## config.mk

```make
export PLATFORM = sky130hd
export DESIGN_NAME = gprf_bypass
export DESIGN_NICKNAME = d
export VERILOG_FILES = /design/src/rtl/gprf_pkg.sv /design/src/rtl/gprf_write_ctl.sv /design/src/rtl/gprf_storage.sv /design/src/rtl/gprf_read_port.sv /design/src/rtl/gprf_bypass.sv
export SDC_FILE = /design/constraint.sdc
export NUM_CORES = 2
export LEC_CHECK = 0
export ABC_AREA = 1
export BUFFER_PORTS_ARGS = -buffer_cell sky130_fd_sc_hd__buf_2
export CAP_MARGIN = 10
export CELL_PAD_IN_SITES_DETAIL_PLACEMENT = 1
export CELL_PAD_IN_SITES_GLOBAL_PLACEMENT = 2
export CORE_AREA = 2 2 416 459
export DETAILED_ROUTE_END_ITERATION = 16
export DIE_AREA = 0 0 418 461
export GPL_TIMING_DRIVEN = 0
export PLACE_DENSITY = 0.77
export SLEW_MARGIN = 0
export SYNTH_ARGS = -nofsm -noshare
export SYNTH_HDL_FRONTEND = slang
export SYNTH_HIERARCHICAL = 1
export SYNTH_SLANG_ARGS = --single-unit
export TNS_END_PERCENT = 30
```

## constraint.sdc

```tcl
create_clock -name clk -period 1.1 [get_ports clk]
set_input_delay 0.055 -clock clk [delete_from_list [all_inputs] [get_ports clk]]
set_output_delay 0.055 -clock clk [all_outputs]
set_load 0.05 [all_outputs]
```

## src/rtl/gprf_pkg.sv

```systemverilog
package gprf_pkg;

  // Forwarding condition shared by every read port: an enabled write to
  // the same non-zero register as the read.
  function automatic logic same_cycle_fwd(input logic we,
                                          input int unsigned wa,
                                          input int unsigned ra);
    return we && (wa == ra) && (ra != 0);
  endfunction

  // True when an index addresses a writable register.
  function automatic logic writable_index(input int unsigned idx,
                                          input int unsigned nregs);
    return (idx != 0) && (idx < nregs);
  endfunction

endpackage

```

## src/rtl/gprf_write_ctl.sv

```systemverilog
module gprf_write_ctl #(
  parameter int NUM_REGS = 32,
  parameter int ADDR_W   = $clog2(NUM_REGS)
) (
  input  logic              wr_en,
  input  logic [ADDR_W-1:0] wr_addr,
  output logic [NUM_REGS-1:1] row_sel
);
  import gprf_pkg::*;

  for (genvar i = 1; i < NUM_REGS; i++) begin : g_sel
    assign row_sel[i] = wr_en && (int'(wr_addr) == i) &&
                        writable_index(i, NUM_REGS);
  end
endmodule

```

## src/rtl/gprf_storage.sv

```systemverilog
module gprf_storage #(
  parameter int NUM_REGS = 32,
  parameter int DATA_W   = 32
) (
  input  logic                             clk,
  input  logic                             rst_n,
  input  logic [NUM_REGS-1:1]              row_sel,
  input  logic [DATA_W-1:0]                wr_data,
  output logic [NUM_REGS-1:0][DATA_W-1:0]  rows
);
  for (genvar i = 0; i < NUM_REGS; i++) begin : g_row
    if (i == 0) begin : g_const
      assign rows[i] = '0;
    end else begin : g_flop
      logic [DATA_W-1:0] q;
      always_ff @(posedge clk or negedge rst_n) begin
        if (!rst_n)          q <= '0;
        else if (row_sel[i]) q <= wr_data;
      end
      assign rows[i] = q;
    end
  end
endmodule

```

## src/rtl/gprf_read_port.sv

```systemverilog
module gprf_read_port #(
  parameter int NUM_REGS = 32,
  parameter int DATA_W   = 32,
  parameter int ADDR_W   = $clog2(NUM_REGS)
) (
  input  logic [NUM_REGS-1:0][DATA_W-1:0] rows,
  input  logic                            wr_en,
  input  logic [ADDR_W-1:0]               wr_addr,
  input  logic [DATA_W-1:0]               wr_data,
  input  logic [ADDR_W-1:0]               rd_addr,
  output logic [DATA_W-1:0]               rd_data,
  output logic                            fwd_hit
);
  import gprf_pkg::*;

  logic [DATA_W-1:0] stored;

  assign fwd_hit = same_cycle_fwd(wr_en, int'(wr_addr), int'(rd_addr));

  always_comb begin
    stored = '0;
    if (int'(rd_addr) < NUM_REGS) stored = rows[rd_addr];
  end

  always_comb begin
    if (rd_addr == '0)  rd_data = '0;
    else if (fwd_hit)   rd_data = wr_data;
    else                rd_data = stored;
  end
endmodule

```

## src/rtl/gprf_bypass.sv

```systemverilog
module gprf_bypass #(
  parameter int NUM_REGS = 32,
  parameter int DATA_W   = 32,
  parameter int ADDR_W   = $clog2(NUM_REGS)
) (
  input  logic              clk,
  input  logic              rst_n,
  input  logic              wr_en,
  input  logic [ADDR_W-1:0] wr_addr,
  input  logic [DATA_W-1:0] wr_data,
  input  logic [ADDR_W-1:0] rd_a_addr,
  output logic [DATA_W-1:0] rd_a_data,
  input  logic [ADDR_W-1:0] rd_b_addr,
  output logic [DATA_W-1:0] rd_b_data
);
  localparam int NUM_RD = 2;

  logic [NUM_REGS-1:1]             row_sel;
  logic [NUM_REGS-1:0][DATA_W-1:0] rows;
  logic [NUM_RD-1:0][ADDR_W-1:0]   rd_addr_v;
  logic [NUM_RD-1:0][DATA_W-1:0]   rd_data_v;
  logic [NUM_RD-1:0]               fwd_hit_v;

  // Named events for the checker
  logic fwd_a, fwd_b;

  assign rd_addr_v[0] = rd_a_addr;
  assign rd_addr_v[1] = rd_b_addr;
  assign rd_a_data    = rd_data_v[0];
  assign rd_b_data    = rd_data_v[1];
  assign fwd_a        = fwd_hit_v[0];
  assign fwd_b        = fwd_hit_v[1];

  gprf_write_ctl #(.NUM_REGS(NUM_REGS), .ADDR_W(ADDR_W)) u_wctl (
    .wr_en   (wr_en),
    .wr_addr (wr_addr),
    .row_sel (row_sel)
  );

  gprf_storage #(.NUM_REGS(NUM_REGS), .DATA_W(DATA_W)) u_store (
    .clk     (clk),
    .rst_n   (rst_n),
    .row_sel (row_sel),
    .wr_data (wr_data),
    .rows    (rows)
  );

  for (genvar p = 0; p < NUM_RD; p++) begin : g_rd
    gprf_read_port #(.NUM_REGS(NUM_REGS), .DATA_W(DATA_W), .ADDR_W(ADDR_W)) u_port (
      .rows    (rows),
      .wr_en   (wr_en),
      .wr_addr (wr_addr),
      .wr_data (wr_data),
      .rd_addr (rd_addr_v[p]),
      .rd_data (rd_data_v[p]),
      .fwd_hit (fwd_hit_v[p])
    );
  end
endmodule

```

==> impl_metrics.py <==
metrics = {
    "pwr": {
        "intPower_uw": 84400,
        "p_leak_uw": 0.0402,
        "sequentialPowerShare_pct": 37.5,
        "powerDensity_nw_per_um2": 1630,
        "p_sw_uw": 47800,
        "p_comb_share_pct": 26.9,
        "peakVddDrop_uv": 1490,
        "p_clk_share_pct": 35.6,
        "p_total_uw": 132000,
        "switching_share_pct": 36.1,
    },
    "drt": {
        "drt-total-wl_um": 374000,
        "antenna_left": 0,
        "num_vias": 69500,
        "highest_layer": "met5",
        "dr_wl_met3_um": 25200,
        "drt_iter0_drc": 7072,
        "routedWlPerCell_um": 30.0,
        "drc": 0,
        "via_per_inst": 5.58,
        "dr_wl_met2_um": 159000,
        "first_pass_iters": 6,
        "wl_met1_um": 158000,
    },
    "setup_path": {
        "timing.rr.start": "u_store/g_row[26].g_flop.q[17]",
        "slowest_delay_ns": 0.57,
        "arrival_ns": 2.50,
        "r2r_setup_slack_ns": 0.22,
        "cp.required_ns": 1.04,
        "r2r_end": "u_store/g_row[26].g_flop.q[17]",
        "crit_type": "in -> out",
        "r2r_cells": 4,
        "end_kind": "output pin",
        "cp_cell_sequence": "buf_2 > clkbuf_1 > buf_8 > clkbuf_2 > nand3_2 > nand3_4 > nand3_4 > nand2_8 > clkinvlp_4 > buf_8",
        "slowest_stage": "clkbuf_1",
        "crit_fanout": 10,
        "startpoint_type": "input pin",
    },
    "clock_network": {
        "clkLatencyLatePin_ns": 0.81,
        "cts_made_buffers": 131,
        "htreeDepth": 4,
        "cts-root-buf": "clkbuf_16",
        "clk_pin_slew_ns": 0.06,
        "cts_buffer_depth": 3,
        "cts_tree": "done",
        "cts.sinks": 992,
    },
    "placement": {
        "post-place-ws_ns": -2.54,
        "dp_cells": 12000,
        "dpl.hpwl_um": 284000,
        "globalplace.congestion": 1.01,
        "port_buffers": 111,
    },
    "finish": {
        "area_growth_pct": 31.2,
        "largest_register": "u_store/g_row.g_flop.q",
        "regArea_um2": 24800,
        "fillerInstances": 23300,
        "fin_cells": 12500,
        "fin_nets": 9956,
        "largest_register_ffs": 992,
        "multi_input_area_um2": 37500,
        "drive_gt1_share_pct": 26.7,
        "reg_top3": "u_store/g_row.g_flop.q (992)",
    },
    "timing": {
        "period_needed_ns": 2.55,
        "slew_headroom_pct": 21.4,
        "max_freq_mhz": 392,
        "skew_ns": 0,
        "grt_setup_unrepaired": "yes",
        "setup_viol": 1144,
        "hold_violations": 0,
        "slew_violations": 0,
        "setup_ws_ns": -1.45,
        "min_period_over_period_pct": 232,
        "tightestPinTransition_ns": 1.18,
    },
    "floorplanning": {
        "io_pins": 114,
        "coreArea_um2": 188000,
        "fp.dieH_um": 461,
        "die_width_um": 418,
        "die_area_um2": 193000,
        "initial_utilization_pct": 32.9,
        "num_rows": 167,
    },
    "logic_synthesis": {
        "yosys_warnings": 6,
        "syn_area_um2": 61800,
        "syn_inst": 9383,
        "syn_avg_cell_area_um2": 6.59,
    },
    "grt": {
        "first_global_vias": 68500,
        "antenna_found_initial": 14,
        "grt_pass1_wl_um": 516000,
        "grt_remaining_overflow": 0,
        "gr-usage-all-layers_pct": 37.9,
        "grt_max_degree": 140,
    },
    "run_status": {
        "violations": "setup timing",
        "status": "finished, violations left",
    },
    "worst_hold_path": {
        "min_to": "u_store/g_row[1].g_flop.q[29]",
        "hold_path_depth": 4,
        "holdCritStartpoint": "wr_data[29]",
        "hold_class": "in -> reg",
    },
    "job": {
        "maxCapViolations": 0,
    },
}
-- per-layer routing --
layer  global-route usage, %  vias up
li1                        -    30500
met1                    50.5    35100
met2                    56.4     3083
met3                    5.10      844
met4                    27.5        2
met5                       0        -
-- cell type report --
| type | count | share of cell area [%] |
|---|---|---|
| multi-input combinational | 7447 | 46.3 |
| sequential | 992 | 30.6 |
| buffer | 796 | 7.92 |
| clock buffer | 198 | 5.00 |
| timing repair buffer | 360 | 4.39 |
| tap | 2450 | 3.78 |
| inverter | 178 | 1.32 |
| clock inverter | 33 | 0.659 |
| antenna | 9 | 0.0278 |
-- power groups by stage --
| stage | registers [uW] | logic (uW) | clock network (uW) |
|---|---|---|---|
| floorplan | 48100 | 17900 | 0 |
| global placement | 49900 | 26700 | 0 |
| detailed placement | 50000 | 28000 | 0 |
| CTS | 49400 | 32600 | 47700 |
| global route | 50400 | 38100 | 49000 |
| finish | 49600 | 35500 | 47100 |
-- through the flow --
| step | cell area (um^2) | utilization [%] | TNS, ns | hold slack (ns) |
|---|---|---|---|---|
| finish | 81100 | 43.1 | -482.98 | 0.0790 |
| global route | 81000 | 43.1 | -531.70 | 0.0421 |
| CTS | 78200 | 41.6 | -429.71 | -0.0249 |
| detailed placement | 67100 | 35.7 | -1495.54 | 0.0858 |
| global placement | 66800 | 35.6 | - | 0.352 |
| floorplan | 63200 | - | -11.13 | -0.241 |
-- worst max path at each step --
stage                                   start                              to  slack (ns)  cells after the start
2_1_floorplan                    rd_a_addr[1]                   rd_a_data[10]       -0.18                     10
3_3_place_gp                            rst_n  u_store/g_row[18].g_flop.q[22]      -24.04                      1
3_5_place_dp                     rd_a_addr[2]                   rd_a_data[26]       -2.54                     10
4_1_cts        u_store/g_row[18].g_flop.q[29]                   rd_a_data[29]       -1.35                      9
5_1_grt         u_store/g_row[7].g_flop.q[29]                   rd_b_data[29]       -1.41                     11
6_report                         rd_a_addr[3]                   rd_a_data[29]       -1.45                     10
-- cells in the final DEF, fill, tap and decap left out, types with 14 or more instances in the layout --
master and count:
a21oi_2 48, buf_2 221, nor2_1 31, nand3_4 158, dfrtp_1 986, clkbuf_16 145
nand3_2 396, buf_6 208, buf_8 65, nand2_2 429, nor2_4 64, inv_4 25
buf_4 440, buf_12 23, a31oi_1 64, inv_1 73, clkbuf_2 81, clkinvlp_4 67
nand3_1 1050, a21oi_1 23, clkbuf_1 35, clkbuf_4 28, nand2_8 19, bufinv_16 14
nand2_4 63, dlygate4sd3_1 36, nand2_1 4989, a21oi_4 57, clkbuf_8 46, conb_1 32
-- timing repair --
action                                  in CTS  in global routing
cloned                                       5                  7
buffers inserted                            92                 93
endpoints found under the hold margin     1391                165
endpoints found under the setup margin     425               1541
gates resized for setup                   1197                459
pin swaps                                  386                364
hold buffers                                39                  2
-- critical path, delay by kind of cell --
family	cells	cell delay, ns
buffers and inverters	6	1.77
AND/OR/NAND/NOR	4	0.64
No activity file was read; power rests on OpenSTA's default activity.
